===== src/rtl/regcell_pkg.sv =====
package regcell_pkg;

   localparam int MODE_W = 4;

   localparam logic [MODE_W-1:0] ACC_RW   = 4'd0;
   localparam logic [MODE_W-1:0] ACC_RO   = 4'd1;
   localparam logic [MODE_W-1:0] ACC_WO   = 4'd2;
   localparam logic [MODE_W-1:0] ACC_W1C  = 4'd3;
   localparam logic [MODE_W-1:0] ACC_W0C  = 4'd4;
   localparam logic [MODE_W-1:0] ACC_RCLR = 4'd5;
   localparam logic [MODE_W-1:0] ACC_W1S  = 4'd6;
   localparam logic [MODE_W-1:0] ACC_TRIG = 4'd7;
   localparam logic [MODE_W-1:0] ACC_W1T  = 4'd8;
   localparam logic [MODE_W-1:0] ACC_LAST = ACC_W1T;

   // per-bit control bundle handed from decode to each cell
   typedef struct packed {
      logic wr;    // strobed write to this bit
      logic wd;    // written value
      logic rd;    // read of the register
      logic hset;  // hardware set
      logic hclr;  // hardware clear
   } bit_ctl_t;

endpackage


===== src/rtl/regcell_decode.sv =====
module regcell_decode #(
   parameter int              ADDR_W   = 8,
   parameter int              DATA_W   = 32,
   parameter logic [ADDR_W-1:0] REG_ADDR = '0,
   localparam int             LANES    = DATA_W / 8
) (
   input  logic [ADDR_W-1:0] bus_addr,
   input  logic              bus_wr_en,
   input  logic              bus_rd_en,
   input  logic [LANES-1:0]  bus_bstrb,
   output logic [DATA_W-1:0] bit_wr,
   output logic              rd_hit
);

   logic sel;
   assign sel    = (bus_addr == REG_ADDR);
   assign rd_hit = sel & bus_rd_en;

   for (genvar ln = 0; ln < LANES; ln++) begin : g_lane
      assign bit_wr[ln*8 +: 8] = {8{sel & bus_wr_en & bus_bstrb[ln]}};
   end

endmodule


===== src/rtl/regcell_bit.sv =====
module regcell_bit
   import regcell_pkg::*;
#(
   parameter logic [MODE_W-1:0] MODE    = ACC_RW,
   parameter logic              RST_BIT = 1'b0
) (
   input  logic     clk,
   input  logic     rst_n,
   input  bit_ctl_t ctl,
   output logic     q,
   output logic     rd_bit,
   output logic     pulse
);

   logic sw_upd;
   logic sw_nxt;
   logic unused_ctl;

   assign unused_ctl = ^ctl;

   // software effect selected by the access mode
   if (MODE == ACC_RW || MODE == ACC_WO) begin : g_store
      assign sw_upd = ctl.wr;
      assign sw_nxt = ctl.wd;
   end else if (MODE == ACC_RO || MODE == ACC_TRIG) begin : g_hold
      assign sw_upd = 1'b0;
      assign sw_nxt = 1'b0;
   end else if (MODE == ACC_W1C) begin : g_w1c
      assign sw_upd = ctl.wr & ctl.wd;
      assign sw_nxt = 1'b0;
   end else if (MODE == ACC_W0C) begin : g_w0c
      assign sw_upd = ctl.wr & ~ctl.wd;
      assign sw_nxt = 1'b0;
   end else if (MODE == ACC_RCLR) begin : g_rclr
      assign sw_upd = ctl.rd;
      assign sw_nxt = 1'b0;
   end else if (MODE == ACC_W1S) begin : g_w1s
      assign sw_upd = ctl.wr & ctl.wd;
      assign sw_nxt = 1'b1;
   end else if (MODE == ACC_W1T) begin : g_w1t
      assign sw_upd = ctl.wr & ctl.wd;
      assign sw_nxt = ~q;
   end else begin : g_bad
      $error("regcell_bit: unknown access mode");
      assign sw_upd = 1'b0;
      assign sw_nxt = 1'b0;
   end

   // hardware set beats hardware clear beats software
   always_ff @(posedge clk or negedge rst_n) begin
      if (!rst_n)        q <= RST_BIT;
      else if (ctl.hset) q <= 1'b1;
      else if (ctl.hclr) q <= 1'b0;
      else if (sw_upd)   q <= sw_nxt;
   end

   if (MODE == ACC_WO) begin : g_rd_rst
      assign rd_bit = RST_BIT;
   end else begin : g_rd_q
      assign rd_bit = q;
   end

   if (MODE == ACC_TRIG) begin : g_pulse
      always_ff @(posedge clk or negedge rst_n) begin
         if (!rst_n) pulse <= 1'b0;
         else        pulse <= ctl.wr;
      end
   end else begin : g_nopulse
      assign pulse = 1'b0;
   end

endmodule


===== src/rtl/regcell_rdmux.sv =====
module regcell_rdmux #(
   parameter int DATA_W = 32
) (
   input  logic              rd_hit,
   input  logic [DATA_W-1:0] rd_bits,
   output logic [DATA_W-1:0] rdata
);

   assign rdata = rd_hit ? rd_bits : '0;

endmodule


===== src/rtl/regcell_field.sv =====
module regcell_field
   import regcell_pkg::*;
#(
   parameter int                     DATA_W    = 32,
   parameter int                     ADDR_W    = 8,
   parameter logic [ADDR_W-1:0]      REG_ADDR  = '0,
   parameter logic [DATA_W*MODE_W-1:0] MODE_VEC = '0,
   parameter logic [DATA_W-1:0]      RESET_VAL = '0,
   localparam int                    LANES     = DATA_W / 8
) (
   input  logic              clk,
   input  logic              rst_n,
   input  logic [ADDR_W-1:0] bus_addr,
   input  logic              bus_wr_en,
   input  logic              bus_rd_en,
   input  logic [DATA_W-1:0] bus_wdata,
   input  logic [LANES-1:0]  bus_bstrb,
   output logic [DATA_W-1:0] bus_rdata,
   input  logic [DATA_W-1:0] hw_set,
   input  logic [DATA_W-1:0] hw_clr,
   output logic [DATA_W-1:0] hw_val,
   output logic [DATA_W-1:0] trig_pulse
);

   if (DATA_W < 8 || DATA_W % 8 != 0) begin : g_chk_w
      $error("regcell_field: DATA_W must be a positive multiple of 8");
   end
   if (ADDR_W < 1) begin : g_chk_a
      $error("regcell_field: ADDR_W must be at least 1");
   end

   logic [DATA_W-1:0] bit_wr;
   logic              rd_hit;
   logic [DATA_W-1:0] rd_bits;

   regcell_decode #(
      .ADDR_W  (ADDR_W),
      .DATA_W  (DATA_W),
      .REG_ADDR(REG_ADDR)
   ) u_dec (
      .bus_addr (bus_addr),
      .bus_wr_en(bus_wr_en),
      .bus_rd_en(bus_rd_en),
      .bus_bstrb(bus_bstrb),
      .bit_wr   (bit_wr),
      .rd_hit   (rd_hit)
   );

   for (genvar b = 0; b < DATA_W; b++) begin : g_bit
      localparam logic [MODE_W-1:0] BMODE = MODE_VEC[b*MODE_W +: MODE_W];
      if (BMODE > ACC_LAST) begin : g_chk_m
         $error("regcell_field: mode code out of range");
      end
      bit_ctl_t ctl;
      assign ctl = '{wr: bit_wr[b], wd: bus_wdata[b], rd: rd_hit,
                     hset: hw_set[b], hclr: hw_clr[b]};
      regcell_bit #(
         .MODE   (BMODE),
         .RST_BIT(RESET_VAL[b])
      ) u_bit (
         .clk   (clk),
         .rst_n (rst_n),
         .ctl   (ctl),
         .q     (hw_val[b]),
         .rd_bit(rd_bits[b]),
         .pulse (trig_pulse[b])
      );
   end

   regcell_rdmux #(.DATA_W(DATA_W)) u_rd (
      .rd_hit (rd_hit),
      .rd_bits(rd_bits),
      .rdata  (bus_rdata)
   );

endmodule


===== config.mk =====
export PLATFORM = sky130hd
export DESIGN_NAME = regcell_field
export DESIGN_NICKNAME = d
export VERILOG_FILES = /design/src/rtl/regcell_pkg.sv /design/src/rtl/regcell_decode.sv /design/src/rtl/regcell_bit.sv /design/src/rtl/regcell_rdmux.sv /design/src/rtl/regcell_field.sv
export SDC_FILE = /design/constraint.sdc
export NUM_CORES = 1
export LEC_CHECK = 0
export BUFFER_PORTS_ARGS = -buffer_cell sky130_fd_sc_hd__buf_2
export CORE_ASPECT_RATIO = 0.8
export CORE_MARGIN = 2
export CORE_UTILIZATION = 43
export CTS_BUF_LIST = sky130_fd_sc_hd__clkbuf_2
export DETAILED_ROUTE_END_ITERATION = 10
export PLACE_DENSITY = 0.88
export SYNTH_ARGS = -nofsm -noshare
export SYNTH_HDL_FRONTEND = slang
export SYNTH_SLANG_ARGS = --single-unit

===== constraint.sdc =====
create_clock -name clk -period 3.9 [get_ports clk]
set_input_delay 0.195 -clock clk [delete_from_list [all_inputs] [get_ports clk]]
set_output_delay 0.195 -clock clk [all_outputs]
set_load 0.05 [all_outputs]

=== Yosys cells after proc, flatten, opt, wreduce, memory -nomap -nowiden ===
Cells that the tools add are included.
Widths: inputs -> output; s select.

* Muxes and demuxes: 97
* Reductions and logical operators: 33
* Bitwise operators: 6

{| class="wikitable"
|+ Operators with widths
! cell !! number
|-
| $mux 1 || 96
|-
| $reduce_bool 3->1 || 32
|-
| $mux 32 || 1
|-
| $logic_not 8->1 || 1
|-
| $and 1x1->1 || 6
|}

* Output and inout bits: 96
* Flip-flop bits (word level): 32
* Word-level logic and storage cells: 168

=== Logic depth before layout (Yosys ltp) ===
Gate-level depths: netlist of run 1.

* Depth after elaboration: 6
* Mapped depth: 5
* Gate-level depth less buffers: 3

=== Modules after synthesis ===
From an unflattened synthesis of run 1, not the netlist that was laid out.

* Cell total of the unflattened synthesis: 267
* Area, all modules: 2518.7 µm²

{| class="wikitable"
|+ Modules (own cells, without submodules)
! module !! cells each !! area an instance (µm²) !! sequential area each (µm²) !! instances
|-
| regcell_bit || 6 || 61.3 || 25.0 || 32
|-
| regcell_decode || 40 || 301.5 || 0.0 || 1
|-
| regcell_rdmux || 35 || 255.2 || 0.0 || 1
|}

=== Least setup slack after synthesis of run 1 ===
Ideal clock, no wire load.

* Path kind: input to output
* Start point: input port bus_addr[7]
* End point: output port bus_rdata[0]
* Path slack: 1.865 ns
* Arrival time: 1.840 ns
* Data required time: 3.705 ns
* Buffers on the path: 2
* Cell stages on the path: 5
* Cells stage by stage: or4_4 > buf_6 > nor3_1 > clkbuf_1 > and2_1

* Word-level cells in the longest chain between the ends: 3

{| class="wikitable"
|+ Ends and longest elaborated chain
! element !! RTL line !! RTL
|-
| start: declaration || regcell_field.sv:13 || <nowiki>input logic [ADDR_W-1:0] bus_addr,</nowiki>
|-
| $logic_not 8->1 || regcell_decode.sv:16 || <nowiki>assign sel = (bus_addr == REG_ADDR);</nowiki>
|-
| $and 1x1->1 || regcell_decode.sv:17 || <nowiki>assign rd_hit = sel & bus_rd_en;</nowiki>
|-
| $mux 32 || regcell_rdmux.sv:9 || <nowiki>assign rdata = rd_hit ? rd_bits : '0;</nowiki>
|-
| end: declaration || regcell_field.sv:18 || <nowiki>output logic [DATA_W-1:0] bus_rdata,</nowiki>
|}

No other way between the ends.

=== Worst setup path in the final report of run 1 ===
* Start point: input port bus_addr[7]
* End point: output port bus_rdata[1]

Same word-level chain as after synthesis.

==> impl_metrics.toml, run 1 <==
[floorplan]
coreArea_um2 = 5530
die_height_um = 72.3
die_x_um = 89.4
dieArea_um2 = 6460
pin_count = 208
start_util_pct = 45.4
rows = 24

[layout]
n_antenna_cell = 0
drive_gt1_share_pct = 44.5
top_register = "g_bit.u_bit.q"
syn2layout_area_growth_pct = 25.2
instances_no_fill = 505
nets = 538
n_fill_cell = 534
fin_util_pct = 56.9
largest_reg_flops = 32
largestRegisters = "g_bit.u_bit.q (32)"

[synthesis]
synth_top_area_cell = "dfrtp_1"
ys.flop_type = "dfrtp_1"
yosysSeqAreaShare_pct = 31.9
synth_area_leaders = "dfrtp_1 32%, buf_4 19%, a311o_1 13%"
synth_top_cell_area_share_pct = 31.9
synth_top_family_by_area = "buffers and inverters"
ys_seq_elements = 32
netlist_area_um2 = 2510
synth_compound_area_share_pct = 12.8
synth_async_sr_flop_share_pct = 100
syn_area_per_cell_um2 = 8.83
synthSimpleGateAreaFrac_pct = 27.3
yosys-mux-area-fraction_pct = 0
ys_top_cells_by_count = "64 x buf_4, 33 x inv_1"
netlist_instances = 284
synth_xor_area_share_pct = 0
synth_edf_count = 0
synthAdderAreaFrac_pct = 0
yosys_warnings = 0
yosysMostFrequentCell = "buf_4"
ys_types = 16

[place]
numPlacedInstances = 491
gp_congestion = 0.788
port-buffer-count = 175
hpwl_um = 5730

[route]
dr_total_vias = 2441
wl_per_cell_um = 14.5
viasPerCell = 4.83
drt_wl_total_um = 7330
drc = 0
final_antenna_net_count = 0
drt-initial-drc-count = 89
drtPass1Iterations = 6

[setup_path]
setup.worst_path.end_class = "output port"
crit_path_cell_trace = "buf_2, or4_4, nor3_2, buf_4, and2_1, buf_2"
crit_fanout = 37
path_class = "in -> out"
cp_slowest_stage_delay_ns = 0.75
worst_path_max_delay_cell = "or4_4"
startpoint_type = "primary input"
crit_path_frequent_cell = "buf_2"
worstPathRequired_ns = 3.70
cp.arrival_ns = 2.53

[global_routing]
antenna_found_initial = 0
grt-ovfl-total = 0
grt_start_max_net_pins = 38
grt_pass1_wl_um = 10900
grt_util_all_layers_pct = 21.7
grt_pass1_vias = 2419

[cts]
clockRootBuffer = "clkbuf_2"
htree_levels = 2
cts_buffer_depth = 2
post-cts-setup-buffer-count = 0
clock_latency_ns = 0.35
clk_pin_slew_ns = 0.16
clock_sinks = 32
cts_hold_buffers = 1
cts_inserted_buffers = 5
cts_tree = "done"
cts-resized-gates = 0

[timing]
drv_slew = 0
min_period_ns = 2.72
tightest_slew_ns = 0.745
slew-limit-headroom_pct = 50.0
setup_violations = 0
rsz0062_at_grt = "false"
skew_ns = 0
finalHoldViolations = 0
tns_ns = 0
period_share_pct = 69.8
fmax_mhz = 367
hold_slack_ns = 0.0375

[pwr]
p_leak_nw = 1.68
power_density_nw_per_um2 = 266
ir_drop_uv = 154

[job]
cap_violations = 0

[run_status]
status = "completed"

[min_path]
min_path_type = "in -> reg"
power breakdown:
part           internal (W)  switching, W
sequential         0.000354     0.0000186
clock             0.0000482      0.000110
combinational     0.0000880      0.000216
total              0.000491      0.000344
cell usage in the layout, fill, tap and decap left out, drive strengths merged:
master | Yosys | layout
a311o | 32 | 32
and2 | 32 | 32
buf | 70 | 177
clkbuf | 9 | 7
clkinv | 0 | 1
conb | 1 | 32
dfrtp | 32 | 32
dlygate4sd3 | 0 | 6
inv | 33 | 33
nand2 | 4 | 4
nand2b | 32 | 32
nor3 | 1 | 1
nor4 | 32 | 32
or3 | 4 | 4
or4 | 2 | 2
metal layers:
| layer | vias to the layer above | part of all wire (%) | GRT usage, % |
|---|---|---|---|
| met3 | 6 | 5.9 | 4.10 |
| met1 | 1157 | 39 | 24.0 |
| li1 | 1175 | - | - |
| met2 | 103 | 54 | 41.8 |
| met4 | 0 | 0.95 | 5.80 |
| met5 | - | 0 | 0 |
worst paths after layout:
| kind | from | to | slack [ns] | cells after the start |
|---|---|---|---|---|
| max reg2reg | g_bit[13].u_bit.q | g_bit[13].u_bit.q | 3.03 | 1 |
| max | bus_addr[7] | bus_rdata[1] | 1.18 | 6 |
| min in group asynchronous | rst_n | g_bit[1].u_bit.q | 0.43 | 2 |
| min reg2reg | g_bit[17].u_bit.q | g_bit[17].u_bit.q | 0.57 | 1 |
| min | hw_set[15] | g_bit[15].u_bit.q | 0.04 | 2 |
| max in group asynchronous | rst_n | g_bit[28].u_bit.q | 2.99 | 2 |
critical path: cells and delay by family:
family	cells	cell delay [ns]
buffers and inverters	3	0.69
AND/OR/NAND/NOR	3	1.61
per-stage QoR:
stage                     instance area [um2]  total power (W)  worst slack (ns)
after floorplan                          2630         0.000633              1.87
after global placement                   3040         0.000671              1.31
after detailed placement                 3040         0.000678              1.21
after CTS                                3090         0.000837              1.21
after global routing                     3140         0.000879              1.05
final                                    3140         0.000835              1.18
cells by family after synthesis:
family,after synthesis
flip-flops,32
AND/OR/NAND/NOR,107
AO/OA/AOI/OAI,32
buffers and inverters,112
other,1
area by class of cell:
cell class | instances | area, um2 | area share, %
Tap cell | 78 | 97.6 | 3.11
Multi-Input combinational cell | 171 | 1130 | 36.0
Sequential cell | 32 | 801 | 25.5
Timing Repair Buffer | 183 | 951 | 30.3
Clock inverter | 1 | 3.75 | 0.119
Inverter | 33 | 124 | 3.94
Clock buffer | 7 | 35.0 | 1.12
No activity file was read; power rests on OpenSTA's default activity.
==> inputs of run 2 (changes only) <==
--- a/config.mk
+++ b/config.mk
@@ -8,10 +8,10 @@
 export BUFFER_PORTS_ARGS = -buffer_cell sky130_fd_sc_hd__buf_2
 export CORE_ASPECT_RATIO = 0.8
 export CORE_MARGIN = 2
-export CORE_UTILIZATION = 43
+export CORE_UTILIZATION = 40
 export CTS_BUF_LIST = sky130_fd_sc_hd__clkbuf_2
 export DETAILED_ROUTE_END_ITERATION = 10
-export PLACE_DENSITY = 0.88
+export PLACE_DENSITY = 0.83
 export SYNTH_ARGS = -nofsm -noshare
 export SYNTH_HDL_FRONTEND = slang
 export SYNTH_SLANG_ARGS = --single-unit
==> constraint.sdc (replaced) <==
create_clock -name clk -period 2.7 [get_ports clk]
set_input_delay 0.135 -clock clk [delete_from_list [all_inputs] [get_ports clk]]
set_output_delay 0.135 -clock clk [all_outputs]
set_load 0.05 [all_outputs]
==> run 2 against run 1 <==
Final area is 9.0% higher. Worst hold slack better by 0.026 ns. Utilization is 0.44 points higher. Non-clock buffer count is 28 higher. Flip-flop and latch count stayed put. Register-to-register slack worse by 1.2 ns. Sequential power is 44% higher. Clock-buffer cell count stayed put. First-iteration DRC count is 7.9% lower. Highest routed layer unchanged.
==> impl_metrics.toml, run 2 (synthesis gave the netlist of run 1 again) <==
[floorplan]
pin_count = 208
coreArea_um2 = 5970
start_util_pct = 42.0
die_x_um = 92.5
rows = 25
die_height_um = 74.8
dieArea_um2 = 6930

[cts]
post-cts-setup-buffer-count = 0
htree_levels = 2
clockRootBuffer = "clkbuf_2"
cts_inserted_buffers = 5
clock_sinks = 32
clock_latency_ns = 0.35
clk_pin_slew_ns = 0.19
cts_tree = "done"
cts-resized-gates = 0
cts_hold_buffers = 33
cts_buffer_depth = 2

[run_status]
status = "completed"

[setup_path]
path_class = "in -> out"
worstPathRequired_ns = 2.57
startpoint_type = "primary input"
cp.arrival_ns = 1.99
crit_fanout = 37
setup.worst_path.end_class = "output port"

[pwr]
power.total_w = 0.00125
ir_drop_uv = 211
p_leak_nw = 1.79
power_density_nw_per_um2 = 365

[layout]
final_common_cell = "buf_2"
largestRegisters = "g_bit.u_bit.q (32)"
drive_gt1_share_pct = 42.0
n_antenna_cell = 0
n_fill_cell = 531
largest_reg_flops = 32
syn2layout_area_growth_pct = 36.5
multiInputGateArea_um2 = 1130
seq_area_um2 = 801
nets = 566
final_cell_mix = "175 x buf_2, 33 x inv_1, 33 x dlygate4sd3_1"
top_register = "g_bit.u_bit.q"

[route]
viasPerCell = 4.90
drt_wl_total_um = 7870
wl_met3_um = 709
final_antenna_net_count = 0
wl_per_cell_um = 14.7
drt-initial-drc-count = 82
topRoutingLayerUsed = "met4"
drtPass1Iterations = 5
wl_met2_um = 3990
drc = 0
wl_met1_um = 3020
dr_total_vias = 2626

[global_routing]
grt_pass1_wl_um = 11400
grt_start_max_net_pins = 38
antenna_found_initial = 0
grt_pass1_vias = 2439
grt-ovfl-total = 0
grt_util_all_layers_pct = 20.9

[job]
cap_violations = 0

[timing]
slew-limit-headroom_pct = 50.8
min_period_ns = 2.12
period_share_pct = 78.6
skew_ns = 0
drv_slew = 0
rsz0062_at_grt = "false"
finalHoldViolations = 0
fin_ws_ns = 0.578
tns_ns = 0
hold_slack_ns = 0.0640
setup_violations = 0
fmax_mhz = 471
tightest_slew_ns = 0.739

[place]
place_ws_ns = 0.567
port-buffer-count = 175
hpwl_um = 5330
gp_congestion = 0.859

[min_path]
min_path_type = "in -> reg"
run 2: cell types whose count changed in the layout (fill, tap and decap cells not counted), sizes merged:
| cell | before | now |
|---|---|---|
| dlygate4sd3 | 6 | 33 |
| buf | 177 | 178 |
run 2: worst max-delay path, cell delays in order:
cell,delay [ns]
buf_2,0.09
or4_4,0.75
nor3_2,0.23
buf_4,0.31
and2_1,0.18
buf_2,0.27
run 2: path summary, 6_finish.rpt:
kind | start | endpoint | slack [ns] | depth (start not counted)
worst max-delay path | bus_addr[7] | bus_rdata[27] | 0.58 | 6
worst min-delay path | hw_clr[9] | g_bit[9].u_bit.q | 0.06 | 3
worst max register to register | g_bit[8].u_bit.q | g_bit[8].u_bit.q | 1.83 | 1
worst min register to register | g_bit[0].u_bit.q | g_bit[0].u_bit.q | 0.56 | 1
max in group asynchronous | rst_n | g_bit[25].u_bit.q | 1.86 | 2
min in group asynchronous | rst_n | g_bit[20].u_bit.q | 0.34 | 2
run 2: layer usage:
layer  GRT usage (%)  vias up
met2            39.4      153
met4            7.46        0
met1            23.2     1228
met3            5.71       21
met5               0        -
li1                -     1224
run 2: through the flow:
step           cell area (um2)  std cells  util (%)
2_1_floorplan             2630        315         -
3_3_place_gp              3050        495      51.1
3_5_place_dp              3050        495      51.1
4_1_cts                   3420        536      57.3
5_1_grt                   3420        536      57.3
6_report                  3420        536      57.3
run 2: final cells by class:
class	instances	share of cell area, %
clock buffers	7	1.02
clock inverters	1	0.110
inverters	33	3.62
multi-input cells	171	33.0
flip-flops and latches	32	23.4
well taps	81	2.96
repair buffers	211	35.9
run 2: where the power goes:
part	total, W	switching [W]	internal, W
Combinational	0.000475	0.000321	0.000153
Clock	0.000238	0.000168	0.0000696
Sequential	0.000538	0.0000259	0.000512
Total	0.00125	0.000516	0.000735
==> inputs of run 3 (changes only) <==
--- a/config.mk
+++ b/config.mk
@@ -8,10 +8,10 @@
 export BUFFER_PORTS_ARGS = -buffer_cell sky130_fd_sc_hd__buf_2
 export CORE_ASPECT_RATIO = 0.8
 export CORE_MARGIN = 2
-export CORE_UTILIZATION = 40
+export CORE_UTILIZATION = 36
 export CTS_BUF_LIST = sky130_fd_sc_hd__clkbuf_2
 export DETAILED_ROUTE_END_ITERATION = 10
-export PLACE_DENSITY = 0.83
+export PLACE_DENSITY = 0.79
 export SYNTH_ARGS = -nofsm -noshare
 export SYNTH_HDL_FRONTEND = slang
 export SYNTH_SLANG_ARGS = --single-unit
==> constraint.sdc (replaced) <==
create_clock -name clk -period 1.7 [get_ports clk]
set_input_delay 0.085 -clock clk [delete_from_list [all_inputs] [get_ports clk]]
set_output_delay 0.085 -clock clk [all_outputs]
set_load 0.05 [all_outputs]
==> run 3 against run 2 <==
Clock power up 53%. Worst hold slack got worse by 0.023 ns. Global-route usage decreased by 1.6 points. Utilization fell by 0.84 points. Cell count up 4.1%. Routed wire length up 7.3%. Clock skew stayed put. Final area increased by 13%. Sequential power rose by 59%. Combinational power grew 64%. First-iteration DRC count rose by 2.4%. Critical path depth rose by 1. Critical path type unchanged. Largest power group unchanged.
==> impl_metrics.toml, run 3 (synthesis gave the netlist of run 1 again) <==
[run_status]
status = "completed"

[pwr]
swShare_pct = 40.7
power_switching_w = 0.000814
p_leak_nw = 1.94
ir_drop_uv = 284
p_seq_share_pct = 42.8
p_clk_share_pct = 18.3
pwr-share-comb_pct = 38.9
power_density_nw_per_um2 = 519
p_int_w = 0.00119

[timing]
tightest_slew_ns = 0.753
slew-limit-headroom_pct = 49.8
min_period_ns = 1.66
hold_slack_ns = 0.0411
period_share_pct = 97.5
finalHoldViolations = 0
drv_slew = 0
fmax_mhz = 603
setup_violations = 0
rsz0062_at_grt = "true"
skew_ns = 0
tns_ns = 0

[min_path]
hold_path_depth = 3
min_path_type = "in -> reg"
hp-start = "hw_clr[17]"
whs_endpoint = "g_bit[17].u_bit.q"

[route]
drt-initial-drc-count = 84
dr_total_vias = 2716
drtPass1Iterations = 5
viasPerCell = 4.87
final_antenna_net_count = 0
drt_wl_total_um = 8450
drc = 0
wl_per_cell_um = 15.1

[cts]
clockRootBuffer = "clkbuf_2"
cts_tree = "done"
cts_buffer_depth = 2
clock_sinks = 32
cts_inserted_buffers = 5
clock_latency_ns = 0.34
htree_levels = 2
clk_pin_slew_ns = 0.17

[setup_path]
cp_slowest_stage_delay_ns = 0.52
worstPathRequired_ns = 1.62
r2r_slack_ns = 0.84
reg2regPathDepth = 1
startpoint_type = "primary input"
crit_path_cell_trace = "buf_6, or4_4, buf_6, nor3_4, buf_6, and2_2, buf_6"
path_class = "in -> out"
cp.arrival_ns = 1.57
r2r_start = "g_bit[16].u_bit.q"
crit_path_frequent_cell = "buf_6"
setup.worst_path.end_class = "output port"
crit_fanout = 18
r2r-end = "g_bit[16].u_bit.q"
worst_path_max_delay_cell = "or4_4"
startpoint = "bus_addr[3]"

[place]
hpwl_um = 5650
numPlacedInstances = 512
port-buffer-count = 175
gp_congestion = 0.832

[global_routing]
grt_start_max_net_pins = 33
grt_pass1_vias = 2543
antenna_found_initial = 0
grt_pass1_wl_um = 11900
grt_util_all_layers_pct = 19.3
grt-ovfl-total = 0

[floorplan]
start_util_pct = 36.8
dieArea_um2 = 7660
pin_count = 208
coreArea_um2 = 6820
die_height_um = 78.7
die_x_um = 97.3
rows = 27

[layout]
final_cell_mix = "141 x buf_2, 34 x dlygate4sd3_1, 33 x inv_1"
final_common_cell = "buf_2"
syn2layout_area_growth_pct = 53.6
nets = 582
top_register = "g_bit.u_bit.q"
instances_no_fill = 558
drive_gt1_share_pct = 50.3
n_antenna_cell = 0
largestRegisters = "g_bit.u_bit.q (32)"
n_fill_cell = 594
largest_reg_flops = 32

[job]
cap_violations = 0
-- run 3: per-stage QoR --
step	utilization (%)	setup WS, ns	total power [W]	cell area [um2]
after detailed placement	46.6	-0.114	0.00157	3180
after CTS	53.4	-0.0175	0.00200	3640
after global placement	46.6	-0.0893	0.00156	3180
after global routing	56.5	-0.0460	0.00209	3850
after floorplan	-	0.000367	0.00145	2660
final	56.5	0.0420	0.00200	3850
-- run 3: final cells by class --
type,count,area [um2],area share (%)
timing repair buffer,227,1590,41.4
multi-input combinational,171,1190,30.8
sequential,32,801,20.8
inverter,33,124,3.22
tap,87,109,2.83
clock buffer,7,35.0,0.909
clock inverter,1,3.75,0.0974
-- run 3: metal layers --
layer / part of all wire (%) / wire length [um] / GRT usage, % / vias to the layer above
met1: 37 / 3150 / 21.7 / 1268
met2: 53 / 4440 / 36.9 / 167
met4: 1.6 / 133 / 4.72 / 0
met5: 0 / 0 / 0 / -
met3: 8.6 / 724 / 4.81 / 18
li1: - / - / - / 1263
-- run 3: power groups by stage --
| stage | logic (W) | registers [W] | clock network [W] |
|---|---|---|---|
| after floorplan | 0.000598 | 0.000854 | 0 |
| after global placement | 0.000690 | 0.000866 | 0 |
| after detailed placement | 0.000698 | 0.000868 | 0 |
| after CTS | 0.000760 | 0.000854 | 0.000388 |
| after global routing | 0.000819 | 0.000864 | 0.000408 |
| final | 0.000778 | 0.000857 | 0.000365 |
-- run 3: timing repair --
| item | 4_1_cts | 5_1_grt |
|---|---|---|
| hold buffers | 34 | 0 |
| gates resized for setup | 33 | 52 |
| hold endpoints to repair | 64 | 0 |
| setup endpoints to repair | 32 | 32 |
| gates cloned | 0 | 1 |
| buffers inserted | 0 | 3 |
| pin swaps | 0 | 1 |
-- run 3: how the worst max path moves through the flow --
stage	cells past startpoint	end	slack [ns]
detailed placement	5	g_bit[20].u_bit.q	-0.11
CTS	7	bus_rdata[20]	-0.02
global route	7	bus_rdata[4]	-0.05
finish	7	bus_rdata[26]	0.04
global placement	5	g_bit[0].u_bit.q	-0.09
floorplan	5	g_bit[23].u_bit.q	0.0004
-- run 3: worst max-delay path: cells and delay by family --
kind                   cells  cell delay, ns
buffers and inverters      4            0.60
AND/OR/NAND/NOR            3            0.88
